<file path="src/rtl/alu8_pkg.sv">
package alu8_pkg;
  typedef enum logic [3:0] {
    ALU_ADD  = 4'd0,
    ALU_ADC  = 4'd1,
    ALU_SUB  = 4'd2,
    ALU_SBC  = 4'd3,
    ALU_CMP  = 4'd4,
    ALU_AND  = 4'd5,
    ALU_OR   = 4'd6,
    ALU_XOR  = 4'd7,
    ALU_INC  = 4'd8,
    ALU_DEC  = 4'd9,
    ALU_NEG  = 4'd10,
    ALU_RRD  = 4'd11,
    ALU_XFER = 4'd12
  } alu_op_e;

  localparam int OP_W   = 4;
  localparam int FLAG_W = 6;

  typedef struct packed {
    logic s;
    logic z;
    logic h;
    logic pv;
    logic n;
    logic c;
  } flags_t;
endpackage

</file>
<file path="src/rtl/alu8_regsel.sv">
module alu8_regsel #(
  parameter int OPC_W = 8,
  parameter int IDX_W = 3
) (
  input  logic [OPC_W-1:0] opcode,
  input  logic             upper,
  output logic [IDX_W-1:0] idx
);
  localparam int HI_LSB = IDX_W;
  assign idx = upper ? opcode[HI_LSB +: IDX_W] : opcode[IDX_W-1:0];
endmodule

</file>
<file path="src/rtl/alu8_addsub.sv">
module alu8_addsub #(
  parameter int W = 8
) (
  input  logic [W-1:0] x,
  input  logic [W-1:0] y,
  input  logic         ci,
  input  logic         sub,
  output logic [W-1:0] r,
  output logic         co,
  output logic         hc,
  output logic         ov
);
  localparam int HW = W / 2;

  logic [W:0]  full;
  logic [HW:0] half;

  always_comb begin
    if (sub) begin
      full = {1'b0, x} - {1'b0, y} - {{W{1'b0}}, ci};
      half = {1'b0, x[HW-1:0]} - {1'b0, y[HW-1:0]} - {{HW{1'b0}}, ci};
    end else begin
      full = {1'b0, x} + {1'b0, y} + {{W{1'b0}}, ci};
      half = {1'b0, x[HW-1:0]} + {1'b0, y[HW-1:0]} + {{HW{1'b0}}, ci};
    end
  end

  assign r  = full[W-1:0];
  assign co = full[W];
  assign hc = half[HW];
  assign ov = sub ? ((x[W-1] ^ y[W-1]) & (r[W-1] ^ x[W-1]))
                  : ((x[W-1] ~^ y[W-1]) & (r[W-1] ^ x[W-1]));
endmodule

</file>
<file path="src/rtl/alu8_bitops.sv">
module alu8_bitops #(
  parameter int W = 8
) (
  input  logic [1:0]   kind,
  input  logic [W-1:0] a,
  input  logic [W-1:0] b,
  output logic [W-1:0] r_log,
  output logic [W-1:0] r_rot,
  output logic [W-1:0] m_rot
);
  localparam int HW = W / 2;

  always_comb begin
    unique case (kind)
      2'd0:    r_log = a & b;
      2'd1:    r_log = a | b;
      default: r_log = a ^ b;
    endcase
  end

  assign r_rot = {a[W-1:HW], b[HW-1:0]};
  assign m_rot = {a[HW-1:0], b[W-1:HW]};
endmodule

</file>
<file path="src/rtl/alu8_core.sv">
module alu8_core
  import alu8_pkg::*;
#(
  parameter int W     = 8,
  parameter int OPC_W = 8,
  parameter int IDX_W = 3
) (
  input  logic              clk,
  input  logic              rst_n,
  input  logic              in_valid,
  output logic              in_ready,
  input  logic [OP_W-1:0]   in_op,
  input  logic [OPC_W-1:0]  in_opcode,
  input  logic [W-1:0]      in_acc,
  input  logic [W-1:0]      in_opnd,
  input  logic              in_carry,
  input  logic              in_ie,
  output logic [IDX_W-1:0]  src_idx,
  output logic              out_valid,
  input  logic              out_ready,
  output logic [W-1:0]      out_result,
  output logic [W-1:0]      out_mem,
  output logic [FLAG_W-1:0] out_flags,
  output logic              out_wb
);
  localparam logic [W-1:0] ONE  = {{(W-1){1'b0}}, 1'b1};
  localparam logic [W-1:0] ZERO = '0;

  alu_op_e op;
  assign op = alu_op_e'(in_op);

  alu8_regsel #(.OPC_W(OPC_W), .IDX_W(IDX_W)) u_sel (
    .opcode (in_opcode),
    .upper  (op == ALU_INC || op == ALU_DEC),
    .idx    (src_idx)
  );

  logic [W-1:0] as_x, as_y, as_r;
  logic         as_ci, as_sub, as_co, as_hc, as_ov;

  always_comb begin
    as_x   = in_acc;
    as_y   = in_opnd;
    as_ci  = 1'b0;
    as_sub = 1'b0;
    unique case (op)
      ALU_ADC:                   as_ci = in_carry;
      ALU_SUB, ALU_CMP:          as_sub = 1'b1;
      ALU_SBC: begin             as_sub = 1'b1; as_ci = in_carry; end
      ALU_INC:                   as_y = ONE;
      ALU_DEC: begin             as_sub = 1'b1; as_y = ONE; end
      ALU_NEG: begin             as_sub = 1'b1; as_x = ZERO; as_y = in_acc; end
      default: ;
    endcase
  end

  alu8_addsub #(.W(W)) u_as (
    .x (as_x), .y (as_y), .ci (as_ci), .sub (as_sub),
    .r (as_r), .co (as_co), .hc (as_hc), .ov (as_ov)
  );

  logic [1:0]   bo_kind;
  logic [W-1:0] bo_log, bo_rot, bo_mem;

  assign bo_kind = (op == ALU_AND) ? 2'd0 : (op == ALU_OR) ? 2'd1 : 2'd2;

  alu8_bitops #(.W(W)) u_bo (
    .kind (bo_kind), .a (in_acc), .b (in_opnd),
    .r_log (bo_log), .r_rot (bo_rot), .m_rot (bo_mem)
  );

  logic [W-1:0] nx_res, nx_mem;
  flags_t       nx_fl;
  logic         nx_wb;

  always_comb begin
    nx_res = ZERO;
    nx_mem = ZERO;
    nx_wb  = 1'b1;
    nx_fl  = '0;
    unique case (op)
      ALU_ADD, ALU_ADC, ALU_SUB, ALU_SBC, ALU_CMP, ALU_NEG: begin
        nx_res   = as_r;
        nx_fl.h  = as_hc;
        nx_fl.pv = as_ov;
        nx_fl.n  = as_sub;
        nx_fl.c  = as_co;
        nx_wb    = (op != ALU_CMP);
      end
      ALU_INC, ALU_DEC: begin
        nx_res   = as_r;
        nx_fl.h  = as_hc;
        nx_fl.pv = as_ov;
        nx_fl.n  = as_sub;
        nx_fl.c  = in_carry;
      end
      ALU_AND, ALU_OR, ALU_XOR: begin
        nx_res   = bo_log;
        nx_fl.h  = (op == ALU_AND);
        nx_fl.pv = ~^bo_log;
      end
      ALU_RRD: begin
        nx_res   = bo_rot;
        nx_mem   = bo_mem;
        nx_fl.pv = ~^bo_rot;
        nx_fl.c  = in_carry;
      end
      ALU_XFER: begin
        nx_res   = in_opnd;
        nx_fl.pv = in_ie;
        nx_fl.c  = in_carry;
      end
      default: nx_wb = 1'b0;
    endcase
    nx_fl.s = nx_res[W-1];
    nx_fl.z = (nx_res == ZERO);
  end

  logic take;
  assign in_ready = !out_valid || out_ready;
  assign take     = in_valid && in_ready;

  always_ff @(posedge clk) begin
    if (!rst_n) begin
      out_valid  <= 1'b0;
      out_result <= ZERO;
      out_mem    <= ZERO;
      out_flags  <= '0;
      out_wb     <= 1'b0;
    end else begin
      if (take) begin
        out_valid  <= 1'b1;
        out_result <= nx_res;
        out_mem    <= nx_mem;
        out_flags  <= nx_fl;
        out_wb     <= nx_wb;
      end else if (out_ready) begin
        out_valid  <= 1'b0;
      end
    end
  end
endmodule

</file>
<file path="config.mk">
export PLATFORM = sky130hd
export DESIGN_NAME = alu8_core
export DESIGN_NICKNAME = d
export VERILOG_FILES = /design/src/rtl/alu8_pkg.sv /design/src/rtl/alu8_regsel.sv /design/src/rtl/alu8_addsub.sv /design/src/rtl/alu8_bitops.sv /design/src/rtl/alu8_core.sv
export SDC_FILE = /design/constraint.sdc
export NUM_CORES = 1
export LEC_CHECK = 0
export BUFFER_PORTS_ARGS = -buffer_cell sky130_fd_sc_hd__buf_2
export CORE_MARGIN = 2
export CORE_UTILIZATION = 36
export DETAILED_ROUTE_END_ITERATION = 10
export RECOVER_POWER = 25
export SLEW_MARGIN = 30
export SYNTH_ARGS = -nofsm -noshare
export SYNTH_HDL_FRONTEND = slang
export SYNTH_SLANG_ARGS = --single-unit
</file>
<file path="constraint.sdc">
create_clock -name clk -period 5.88 [get_ports clk]
set_clock_uncertainty 0.2 [all_clocks]
set_input_delay 0.588 -clock clk [delete_from_list [all_inputs] [get_ports clk]]
set_output_delay 0.588 -clock clk [all_outputs]
set_load 0.02 [all_outputs]
</file>
* Word-level counts from Yosys, hierarchy flattened
Index checks and enable logic that the tools add are counted.
Operators by class: $add $sub $neg 8, eq/ne operators 14, muxes and demuxes 20, bitwise gates (word level) 8, reductions and logical operators 18
Operators with widths (count):
- $pmux 8 s2 | 2
- $pmux 8 s4 | 1
- $eq 4x4->1 const B | 5
- $eq 4x3->1 const B | 4
- $mux 8 | 2
- $reduce_xnor 8->1 | 2
- $add 8x8->9 | 1
- $add 9x1->9 | 1
- $mux 9 | 1
- $sub 8x8->9 | 1
- $sub 9x1->9 | 1
- $and 8x8->8 | 1
- $eq 4x2->1 const B | 2
- $logic_not 8->1 | 1
- $or 8x8->8 | 1
- $reduce_or 8->1 | 1
- $xor 8x8->8 | 1
- $reduce_or 7->1 | 1
- $mux 1 | 6
- $pmux 1 s2 | 3
- $reduce_or 6->1 | 1
- $add 4x4->5 | 1
- $add 5x1->5 | 1
- $mux 5 | 1
- other kinds (21) | 26
Word-level totals: register bits 24

* Longest topological paths before layout
Gate-level depths: netlist of run 1.
depth in word-level cells 10, gate-level depth with buffers 17, gate-level depth less buffers 15

* By module
From an unflattened synthesis of run 1, not the netlist that was laid out.
Unflattened totals: cell total of the unflattened synthesis 426, area total of the unflattened synthesis 3316.9 um^2
Modules (own cells, without submodules):
- alu8_core | times used 1, cells each 211, area each 1669.1 um^2, sequential area each 460.4 um^2
- alu8_addsub | times used 1, cells each 130, area each 994.7 um^2, sequential area each 0.0 um^2
- alu8_bitops | times used 1, cells each 82, area each 619.3 um^2, sequential area each 0.0 um^2
- alu8_regsel | times used 1, cells each 3, area each 33.8 um^2, sequential area each 0.0 um^2

* Worst setup path before layout of run 1
No wires, ideal clock.
path type input port to flip-flop, start point input port in_op[1], end point register out_flags[4], library setup time 0.118 ns, arrival time 3.603 ns, data required time 5.562 ns, path slack 1.959 ns, stages 15, buffers on the path 3, path through buf_2 clkbuf_1 clkbuf_1 a21oi_1 o22ai_1 ha_1 inv_1 ha_1 and3_1 a211oi_1 o21ai_0 xnor2_1 mux2_2 o2111ai_1 o21ai_1
Between the ends: word-level cells in the longest chain between the ends 8, elaborated cells on any way between the ends 34, those cells by class add/sub (4); eq/ne (13); mux (9); reduce/logical (8)
Ends and longest elaborated chain:
- start: declaration | line alu8_core.sv:12 | input logic [OP_W-1:0] in_op,
- $eq 4x4->1 | line alu8_core.sv:46, alu8_core.sv:81
- $reduce_or 2->1 (no line)
- $pmux 8 s2 | line alu8_core.sv:46 | unique case (op)
- $add 8x8->9 or $sub 8x8->9 (tied branches) | line alu8_addsub.sv:23, alu8_addsub.sv:20
- $add 9x1->9 or $sub 9x1->9 (tied branches) | line alu8_addsub.sv:23, alu8_addsub.sv:20
- $mux 9 | line alu8_addsub.sv:19 | if (sub) begin
- $pmux 8 s4 (*) | line alu8_core.sv:81 | unique case (op)
- $logic_not 8->1 (*) | line alu8_core.sv:116 | nx_fl.z = (nx_res == ZERO);
- end signal: assignment | line alu8_core.sv:135 | out_flags <= nx_fl;
- end: declaration | line alu8_core.sv:23 | output logic [FLAG_W-1:0] out_flags,
Mark *: on every way between the ends. The rest lies on a longest branch, timed or not. A chain may end at the register's enable or synchronous reset.

* Worst setup path after layout of run 1
start point input port in_op[2], end point register out_flags[4]
Same word-level chain as after synthesis.

==> summary.md, run 1 <==
| Metric | Value |
|---|---|
| Inserted Clock Buffers | 3 |
| Outcome | complete, no violations |
| Clk root buf | clkbuf_8 |
| Skew-Pair Late Insertion Delay | 0.26 ns |
| Fmax | 0.239 GHz |
| Post-CTS setup buffers | 0 |
| Worst slew pin tran | 0.833 ns |
| Total GRT Usage | 0.201 |
| Top Ports | 62 |
| Drt initial violations | 233 |
| CTS sink cnt | 23 |
| Slew headroom | 0.445 |
| Post-synth EDFFs | 0 |
| Post_cts resized | 0 |
| Crit-path max FO | 24 |
| Final WL | roughly 9000 um |
| DPL Wire Length | 7180 um |
| Max Cap Viol | 0 |
| Core ar. | 8180 um^2 |
| Syn. warnings | 0 |
| DRT Pass-1 Iters | 5 |
| Drt wl/cell | 16.6 um |
| Die Y | 95.6 um |
| Area Overhead vs Synth | 12.7% |
| Number of fill cells | 888 |
| Clock Path Buffers | 2 |
| Placed Instance Area | roughly 3400 um^2 |
| Initial antenna violation count | 0 |
| Multi-input logic area | 2320 um^2 |
| Row cnt | 33 |
| Detailed-route via count | 3022 |
| Min Clock Period, post-route | about 4.2 ns |
| Nets | between 500 and 600 |
| Total grt overflow | 0 |
| Starting Density | 0.369 |
| Arrival @ worst endpoint | 4.13 ns |
| Post-Route Utilization | 0.416 |
| First-pass GRT wire length | about 14000 um |
| Static Leak | 1.48 nW |
| Yosys cell types | 58 |
| Pwr dens | 181 nW/um^2 |
| Ant. Diodes | 0 |
| # DRC | 0 |
| Vias in the first global route | 2848 |
| Drt via density | 5.59 |
| Routability cong. | 0.901 |
| Required @ worst endpoint | just under 6 ns |
| Chip Width | between 90 and 100 um |
| CP Launch Type | input port |
| Register area | 460 um^2 |
| Post-DRT Antenna Nets | 0 |
| Peak supply drop | 0.0705 mV |
| Synthesized cell area | 3020 um^2 |
| Kind of end point of the critical path | register |
| Sequential area share after synthesis | 0.153 |
| Hold Buf Count CTS | 0 |
| Max Transition Viols Final | 0 |
| Final setup violation count | 0 |
| # placed instances | 537 |
| Post-Syn Instances | 393 |
| Full die area | between 9000 and 10000 um^2 |
| Reg clk slew, reported paths | 0.08 ns |
| Share of layout cells above drive strength 1 | 0.144 |
| Finished Cell Area | 3400 um^2 |
| Tot Pwr | 616 uW |
| Seq cells post-synth | 23 |
| Asr flop ratio synth | 0 |
| Synth Area per Inst | 7.68 um^2 |
| Final period util | 0.711 |
| Kind of critical path | in -> reg |
| Hold Fails Final Rpt | 0 |
| Port bufs | 59 |
| Post-Layout Cell Count | 541 |
| Largest net degree at the start of global routing | 36 |
| Worst Hold Class | reg -> reg |
| RSZ-0062 raised after global routing | false |
| TritonCTS clock tree | yes |
| Post-synth top flop | dfxtp_1 |
| Syn_nets | 467 |
| Setup_tns | 0 ns |
| CTS H-tree depth | 1 |
stage by stage:
stage	hold WS (ns)	worst slack, ns
final	0.276	1.70
after global routing	0.315	1.41
after CTS	0.272	1.71
after detailed placement	0.261	1.43
after global placement	0.256	1.49
after floorplan	0.337	1.96
Yosys cell counts (3+ instances only):
cell / n / area share
o22a_1: 3 / 0.0087
clkbuf_1: 15 / 0.019
mux2_2: 4 / 0.015
a21oi_1: 22 / 0.036
a221oi_1: 3 / 0.0087
fa_1: 4 / 0.027
o22ai_1: 15 / 0.031
o21a_1: 3 / 0.0075
nand2_1: 17 / 0.021
o31ai_1: 3 / 0.0075
o21ai_0: 17 / 0.028
ha_1: 36 / 0.15
xnor2_1: 31 / 0.090
nor2_1: 35 / 0.044
a211oi_1: 12 / 0.030
mux2i_1: 4 / 0.013
nand3_1: 6 / 0.0099
a32oi_1: 3 / 0.0087
nor3_1: 3 / 0.0050
o211ai_1: 3 / 0.0075
a21boi_0: 3 / 0.0075
a31oi_1: 3 / 0.0062
nand4_1: 5 / 0.010
dfxtp_1: 23 / 0.15
nand2b_1: 14 / 0.029
xor2_1: 6 / 0.017
nor2b_1: 4 / 0.0083
buf_2: 5 / 0.0083
a22oi_1: 18 / 0.045
inv_1: 39 / 0.048
layout by cell type (no fill, tap or decap), types with 11 or more instances in the layout:
master	n
a21oi_1	22
clkbuf_1	13
dfxtp_1	23
nand2_1	17
nor2_1	35
buf_2	47
a211oi_1	11
o21ai_0	17
inv_1	39
o22ai_1	15
ha_1	36
xnor2_1	31
a22oi_1	18
nand2b_1	14
final cells by class:
type	instances	share of cell area
clock buffers	4	0.0132
inverters	41	0.0452
multi-input cells	307	0.681
flip-flops and latches	23	0.135
well taps	105	0.0386
repair buffers	61	0.0868
metal layers:
layer,vias up,track usage,wire length [um]
li1,1499,-,-
met1,1420,0.290,4420
met2,89,0.322,3960
met3,14,0.0103,383
met4,0,0.0583,220
met5,-,0,0
power by group:
group          switching (mW)  internal [mW]  total, mW  leakage, nW
clock                  0.0476         0.0482     0.0958       0.0228
combinational           0.206          0.144      0.350         1.27
sequential            0.00527          0.165      0.171        0.188
total                   0.259          0.358      0.616         1.48
flip-flops by register name (all words and copies together) (netlist names):
register / flops
out_mem: 8
out_result: 8
out_wb: 1
out_flags: 5
out_valid: 1
worst max-delay path, stage by stage:
cell	delay, ns
buf_2	0.24
nand2b_1	0.23
a21oi_1	0.52
o22ai_1	0.27
ha_1	0.38
inv_1	0.07
ha_1	0.38
and3_1	0.22
a211oi_1	0.25
o21ai_0	0.22
xnor2_1	0.18
mux2_2	0.29
o2111ai_1	0.22
o21ai_1	0.08
logic make-up after synthesis:
group | count (synthesis) | share of synthesized area
compound gates | 127 | 0.293
simple gates | 95 | 0.162
buf+inv | 63 | 0.0816
fa+ha+maj | 40 | 0.176
xor+xnor | 37 | 0.107
flops | 23 | 0.153
mux | 8 | 0.0282
final timing paths:
kind / end / cells after the start / start / slack (ns)
max: out_flags[4] / 14 / in_op[2] / 1.70
min: out_flags[4] / 2 / out_flags[4] / 0.28
max reg2reg: out_flags[4] / 6 / out_valid / 3.78
min reg2reg: out_flags[4] / 2 / out_flags[4] / 0.28
Note: power is estimated with default switching activity, not from simulation.
==> run 2: changes to the inputs <==
==> constraint.sdc (replaced) <==
create_clock -name clk -period 4.3 [get_ports clk]
set_clock_uncertainty 0.2 [all_clocks]
set_input_delay 0.43 -clock clk [delete_from_list [all_inputs] [get_ports clk]]
set_output_delay 0.43 -clock clk [all_outputs]
set_load 0.02 [all_outputs]
==> summary.md, run 2 (same netlist as run 1, synthesis figures left out) <==
| Metric | Value |
|---|---|
| Min Clock Period, post-route | between 3 and 4 ns |
| Reg power frac | 0.273 (-0.004) |
| Chip Width | 95.6 um (unchanged) |
| Worst path cell trace | buf_2 -> nand4bb_4 -> o22ai_1 -> ha_1 -> inv_1 -> ha_1 -> and3_1 -> a211oi_1 -> o21ai_0 -> xnor2_1 -> nor3_1 -> a311oi_1 -> o22ai_1 |
| Sw Ratio | 0.422 (+0.00177) |
| DRT Pass-1 Iters | 5 (unchanged) |
| Slowest stage delay, CP | 0.38 ns (-0.14 ns) |
| Slew headroom | 0.457 (+0.0124) |
| Total GRT Usage | 0.201 (+0.000526) |
| Kind of end point of the critical path | register |
| Kind of critical path | in -> reg |
| Max Cap Viol | 0 (unchanged) |
| Slowest-stage cell, CP | nand4bb_4 |
| First-pass GRT wire length | 14300 um (-0.43%) |
| Initial antenna violation count | 0 (unchanged) |
| Pwr dens | 246 nW/um^2 (+36%) |
| Final period util | 0.828 |
| Hold Buf Count CTS | 0 (unchanged) |
| Post-DRT Antenna Nets | 0 (unchanged) |
| Hold wc startpoint | in_valid |
| Max Transition Viols Final | 0 (unchanged) |
| R2r setup slk | 2.22 ns (-1.56 ns) |
| Logic gate share of total power | 0.569 (about the same) |
| Total grt overflow | 0 (unchanged) |
| Buf/Inv on CP | 2 (unchanged) |
| Peak supply drop | 0.117 mV (+65%) |
| DPL Wire Length | 7360 um (+2.5%) |
| RSZ-0062 raised after global routing | false |
| Skew-Pair Late Insertion Delay | 0.26 ns (about the same) |
| Fin worst setup slack | 0.739 ns (-0.961 ns) |
| Top Ports | 62 (unchanged) |
| CP delay by family, top | compound AO/OA/AOI/OAI gates |
| Row cnt | 33 (unchanged) |
| Drt wl/cell | 16.4 um (-1.5%) |
| Required @ worst endpoint | 4.25 ns (-1.58 ns) |
| FF-to-FF Start | out_valid |
| Worst slew pin tran | 0.814 ns (-0.0186 ns) |
| Port bufs | 59 (unchanged) |
| Static Leak | 1.53 nW (+3.1%) |
| Vias in the first global route | 2793 (-1.9%) |
| Clock Power Share | 0.158 (+0.003) |
| P_sw | 360 uW (+39%) |
| Starting Density | 0.369 (unchanged) |
| # placed instances | 546 (+1.7%) |
| CTS sink cnt | 23 (unchanged) |
| Worst Hold Class | in -> reg |
| Drt initial violations | 216 (-7.3%) |
| Crit-path max FO | 16 (-33%) |
| Nets | 520 (+1.8%) |
| Inserted Clock Buffers | 3 (unchanged) |
| Final setup violation count | 0 (unchanged) |
| Die Y | 95.6 um (unchanged) |
| # DRC | 0 (unchanged) |
| Most frequent cells in the layout | buf_2 (47), inv_1 (39), ha_1 (36) |
| Detailed-route via count | 3057 (+1.2%) |
| Reg clk slew, reported paths | 0.08 ns (about the same) |
| CTS H-tree depth | 1 (unchanged) |
| Arrival @ worst endpoint | 3.51 ns (-0.62 ns) |
| Ant. Diodes | 0 (unchanged) |
| Post_cts resized | 0 (unchanged) |
| TritonCTS clock tree | yes |
| Post-Layout Cell Count | 550 (+1.7%) |
| Setup WS pre-CTS | 0.447 ns (-0.985 ns) |
| Outcome | complete, no violations |
| Full die area | 9130 um^2 (unchanged) |
| Tot Pwr | 854 uW (+39%) |
| Routability cong. | 0.891 (-1.1%) |
| Hold Fails Final Rpt | 0 (unchanged) |
| Most common cell after layout, fill and taps aside | buf_2 |
| Largest regs | out_mem (8), out_result (8), out_flags (5) |
| Final hold slack | 0.210 ns (-0.0664 ns) |
| Final WL | 9000 um (+0.16%) |
| Area Overhead vs Synth | 14.8% |
| Drt via density | 5.56 (-0.50%) |
| Share of layout cells above drive strength 1 | 0.162 (+0.0173) |
| Clock Path Buffers | 2 (unchanged) |
| Clk root buf | clkbuf_8 |
| CP Launch Type | input port |
| Pint | 494 uW (+38%) |
| Critical path launch point | in_op[0] |
| Setup_tns | 0 ns (unchanged) |
| Largest net degree at the start of global routing | 26 (-28%) |
| Post-CTS setup buffers | 0 (unchanged) |
| Core ar. | 8180 um^2 (unchanged) |
| Fmax | between 0.2 and 0.3 GHz |
run 2: cell types whose count changed in the layout (fill, tap and decap cells not counted), sizes merged:
cell	delta
buf	+9
clkbuf	-1
clkinv	+1
run 2: cell type report:
cell class | instances | area (um^2)
Fill cell | 876 | 4710
Sequential cell | 23 | 460
Tap cell | 105 | 131
Timing Repair Buffer | 70 | 363
Inverter | 41 | 154
Clock buffer | 3 | 41.3
Clock inverter | 1 | 5.00
Multi-Input combinational cell | 307 | 2310
run 2: power groups by stage:
stage / Combinational, mW / Clock (mW) / Sequential (mW)
after floorplan: 0.339 / 0 / 0.254
after global placement: 0.477 / 0 / 0.238
after detailed placement: 0.481 / 0 / 0.238
after CTS: 0.484 / 0.138 / 0.233
after global routing: 0.534 / 0.147 / 0.235
final: 0.486 / 0.135 / 0.233
run 2: worst reg2reg max path, delay by kind of cell (launching register included):
kind / cells / cell delay (ns)
and+or+nand+nor: 4 / 1.03
DFF: 1 / 0.31
AOI/OAI and AO/OA: 2 / 0.48
run 2: routing by layer:
layer  wire length (um)  global-route usage  vias up
met5                  0                   0        -
met4                116              0.0417        0
met3                431              0.0119        9
met2               4040               0.336       92
met1               4410               0.286     1436
li1                   -                   -     1520
run 2: final timing paths:
kind / endpoint / cells after the start
worst max register to register: out_flags[4] / 6
worst min-delay path: out_valid / 3
worst max-delay path: out_flags[2] / 13
worst min register to register: out_flags[4] / 2
run 2: per-stage QoR:
step                       util  area (um^2)
final                     0.424         3470
after global routing      0.424         3470
after CTS                 0.426         3480
after detailed placement  0.420         3440
after global placement    0.420         3440
after floorplan               -         3020
==> run 3: changes to the inputs <==
--- a/config.mk
+++ b/config.mk
@@ -5,6 +5,7 @@
 export SDC_FILE = /design/constraint.sdc
 export NUM_CORES = 1
 export LEC_CHECK = 0
+export ABC_AREA = 1
 export BUFFER_PORTS_ARGS = -buffer_cell sky130_fd_sc_hd__buf_2
 export CORE_MARGIN = 2
 export CORE_UTILIZATION = 36
==> constraint.sdc (replaced) <==
create_clock -name clk -period 3.1 [get_ports clk]
set_clock_uncertainty 0.2 [all_clocks]
set_input_delay 0.31 -clock clk [delete_from_list [all_inputs] [get_ports clk]]
set_output_delay 0.31 -clock clk [all_outputs]
set_load 0.02 [all_outputs]
==> summary.md, run 3 <==
| Metric | Value |
|---|---|
| Outcome | complete, no violations |
| CP Launch Type | input port |
| Kind of end point of the critical path | register |
| Port bufs | 59 (unchanged) |
| Min Clock Period, post-route | 2.86 ns |
| Required @ worst endpoint | 3.10 ns (-1.15 ns) |
| Starting Density | 0.369 (-0.000765) |
| DPL Wire Length | 7880 um (+7.0%) |
| Slowest-stage cell, CP | fa_1 |
| DRT Pass-1 Iters | 4 (-1) |
| Row cnt | 33 (unchanged) |
| Worst Hold Class | in -> reg |
| Register area | 460 um^2 (unchanged) |
| Drt via density | 4.79 (-14%) |
| Static Leak | 2.15 nW (+41%) |
| Leading area contributor after synthesis | nand2_1 |
| CTS sink cnt | 23 (unchanged) |
| Max Transition Viols Final | 0 (unchanged) |
| Yosys cell types | 35 (-40%) |
| Ant. Diodes | 0 (unchanged) |
| Reg power frac | 0.265 (-0.008) |
| Final setup violation count | 0 (unchanged) |
| Die Y | 95.5 um (about the same) |
| Post-Layout Cell Count | 717 (+30%) |
| Area Overhead vs Synth | 28.9% |
| Slew headroom | 0.465 (+0.00735) |
| Multi-input logic area | 2220 um^2 (-3.9%) |
| Reg clk slew, reported paths | 0.08 ns (about the same) |
| Post-synth EDFFs | 0 (unchanged) |
| Final period util | 0.921 |
| Detailed-route via count | 3434 (+12%) |
| Largest regs | out_mem (8), out_result (8), out_flags (5) |
| Nets | 687 (+32%) |
| Logic gate share of total power | 0.581 (+0.012) |
| Pwr dens | 313 nW/um^2 (+27%) |
| Initial antenna violation count | 0 (unchanged) |
| Post-DRT Antenna Nets | 0 (unchanged) |
| Syn. warnings | 0 (unchanged) |
| Arrival @ worst endpoint | 2.86 ns (-0.65 ns) |
| FF-to-FF End | out_result[6] |
| Largest net degree at the start of global routing | 20 (-23%) |
| P_sw | 530 uW (+47%) |
| Count leader, synth | nand2_1 |
| Total grt overflow | 0 (unchanged) |
| # DRC | 0 (unchanged) |
| Hold Buf Count CTS | 0 (unchanged) |
| Skew-Pair Late Insertion Delay | 0.26 ns (about the same) |
| Worst hold stages | 3 (unchanged) |
| Fin worst setup slack | 0.244 ns (-0.495 ns) |
| Number of fill cells | 870 (-0.68%) |
| Worst slew pin tran | 0.803 ns (-0.0110 ns) |
| Peak supply drop | 0.163 mV (+40%) |
| Kind of critical path | in -> reg |
| Sequential area share after synthesis | 0.153 (+0.000317) |
| FF-to-FF Start | out_valid |
| First-pass GRT wire length | 15100 um (+5.2%) |
| Setup WS pre-CTS | -0.217 ns (-0.664 ns) |
| Top area cells in the synthesized netlist | nand2_1 (19%), dfxtp_1 (15%), ha_1 (15%) |
| Inserted Clock Buffers | 3 (unchanged) |
| Max Cap Viol | 0 (unchanged) |
| Final WL | 9400 um (+4.5%) |
| Reg2Reg Depth | 9 (+3) |
| Synthesized cell area | 3010 um^2 (-0.21%) |
| R2r setup slk | 0.95 ns (-1.27 ns) |
| Seq cells post-synth | 23 (unchanged) |
| Full die area | 9120 um^2 (-0.20%) |
| Clock Path Buffers | 2 (unchanged) |
| Hold Crit Endpoint | out_mem[2] |
| Total GRT Usage | 0.211 (+0.00982) |
| Clk root buf | clkbuf_8 |
| Top Ports | 62 (unchanged) |
| Routability cong. | 0.965 (+8.3%) |
| Drt initial violations | 138 (-36%) |
| Most frequent cells in the layout | nand2_1 (149), inv_1 (92), buf_2 (49) |
| Core ar. | 8180 um^2 (unchanged) |
| # placed instances | 710 (+30%) |
| Syn_nets | 583 (+25%) |
| Asr flop ratio synth | 0 (unchanged) |
| Most frequent cells after synthesis | nand2_1 (152), inv_1 (93), nor2_1 (44) |
| Slowest stage delay, CP | 0.43 ns (+0.05 ns) |
| Share of the synthesized area in the top cell type | 0.189 (+0.0369) |
| Synth Area per Inst | 5.92 um^2 (-23%) |
| Post-Route Utilization | 0.475 (+0.0511) |
| Post-synth top flop | dfxtp_1 |
| Post-Syn Instances | 509 (+30%) |
| CTS H-tree depth | 1 (unchanged) |
| Critical path launch point | in_op[3] |
| Crit-path max FO | 5 (-11) |
| Vias in the first global route | 3278 (+17%) |
| Worst path cell trace | buf_2 -> inv_1 -> nor2_2 -> nand2_2 -> buf_6 -> clkinvlp_4 -> buf_4 -> nor2_1 -> fa_1 -> nand2_1 -> inv_1 -> o21ai_0 -> nand2_1 -> nor2_1 -> o21ai_0 -> a31oi_2 -> nand2_1 -> nor2_1 -> nand3b_1 -> a21oi_2 |
| Chip Width | 95.5 um (about the same) |
| Hold wc startpoint | in_opnd[6] |
| Drt wl/cell | 13.1 um (-20%) |
| TritonCTS clock tree | yes |
| Most common cell after layout, fill and taps aside | nand2_1 |
| Fmax | 0.350 GHz |
| Sw Ratio | 0.436 (+0.0139) |
| Hold Fails Final Rpt | 0 (unchanged) |
| Clock Power Share | 0.154 (-0.004) |
| Pint | 686 uW (+39%) |
| Share of layout cells above drive strength 1 | 0.230 (+0.0686) |
## run 3: kinds of logic after synthesis
kind of cell / share of synthesized area
compound gates: 0.138
xor+xnor: 0.0349
fa+ha+maj: 0.176
buf+inv: 0.142
flops: 0.153
simple gates: 0.357
## run 3: worst max-delay path: cells and delay by family
family | cells | cell delay, ns
AO/OA/AOI/OAI | 4 | 0.66
adder cells (fa/ha/maj) | 1 | 0.43
AND/OR/NAND/NOR | 9 | 0.86
buffers and inverters | 6 | 0.61
## run 3: power by group through the flow
stage	Combinational, mW	Clock [mW]	Sequential, mW
floorplan	0.412	0	0.351
global placement	0.655	0	0.329
detailed placement	0.671	0	0.329
CTS	0.674	0.192	0.322
global route	0.802	0.207	0.324
finish	0.706	0.188	0.322
## run 3: what timing repair did
item / in CTS / in global routing
setup endpoints to repair: 0 / 8
endpoints found under the hold margin: 0 / 0
gates resized for setup: 0 / 28
buffers inserted: 0 / 2
## run 3: cell type report
class	instances	area share
Multi-Input combinational cell	377	0.572
Timing Repair Buffer	108	0.167
Sequential cell	23	0.119
Inverter	100	0.0976
Tap cell	105	0.0338
Clock buffer	4	0.0116
## run 3: metrics by stage
step	total power [mW]	instance area (um^2)	setup TNS (ns)	hold slack, ns
global placement	0.983	3730	-0.250	0.252
floorplan	0.764	3010	0	0.255
global route	1.33	3880	-0.0200	0.111
finish	1.22	3880	0	0.126
CTS	1.19	3780	0	0.122
detailed placement	1.00	3730	-0.787	0.259
## run 3: routing by layer
layer	global-route usage	wire length, um	share of wire	vias to the layer above
met5	0	0	0	-
met3	0.0206	321	0.034	18
met2	0.370	4610	0.49	67
met1	0.271	4270	0.45	1548
li1	-	-	-	1801
met4	0.0690	209	0.022	0
## run 3: worst max-delay path by stage
stage	cells past startpoint	slack (ns)	to
2_1_floorplan	19	0.11	out_flags[0]
3_3_place_gp	21	-0.1	out_flags[0]
3_5_place_dp	19	-0.22	out_flags[4]
4_1_cts	19	0.07	out_flags[4]
5_1_grt	23	-0.02	out_flags[4]
6_report	20	0.24	out_flags[4]
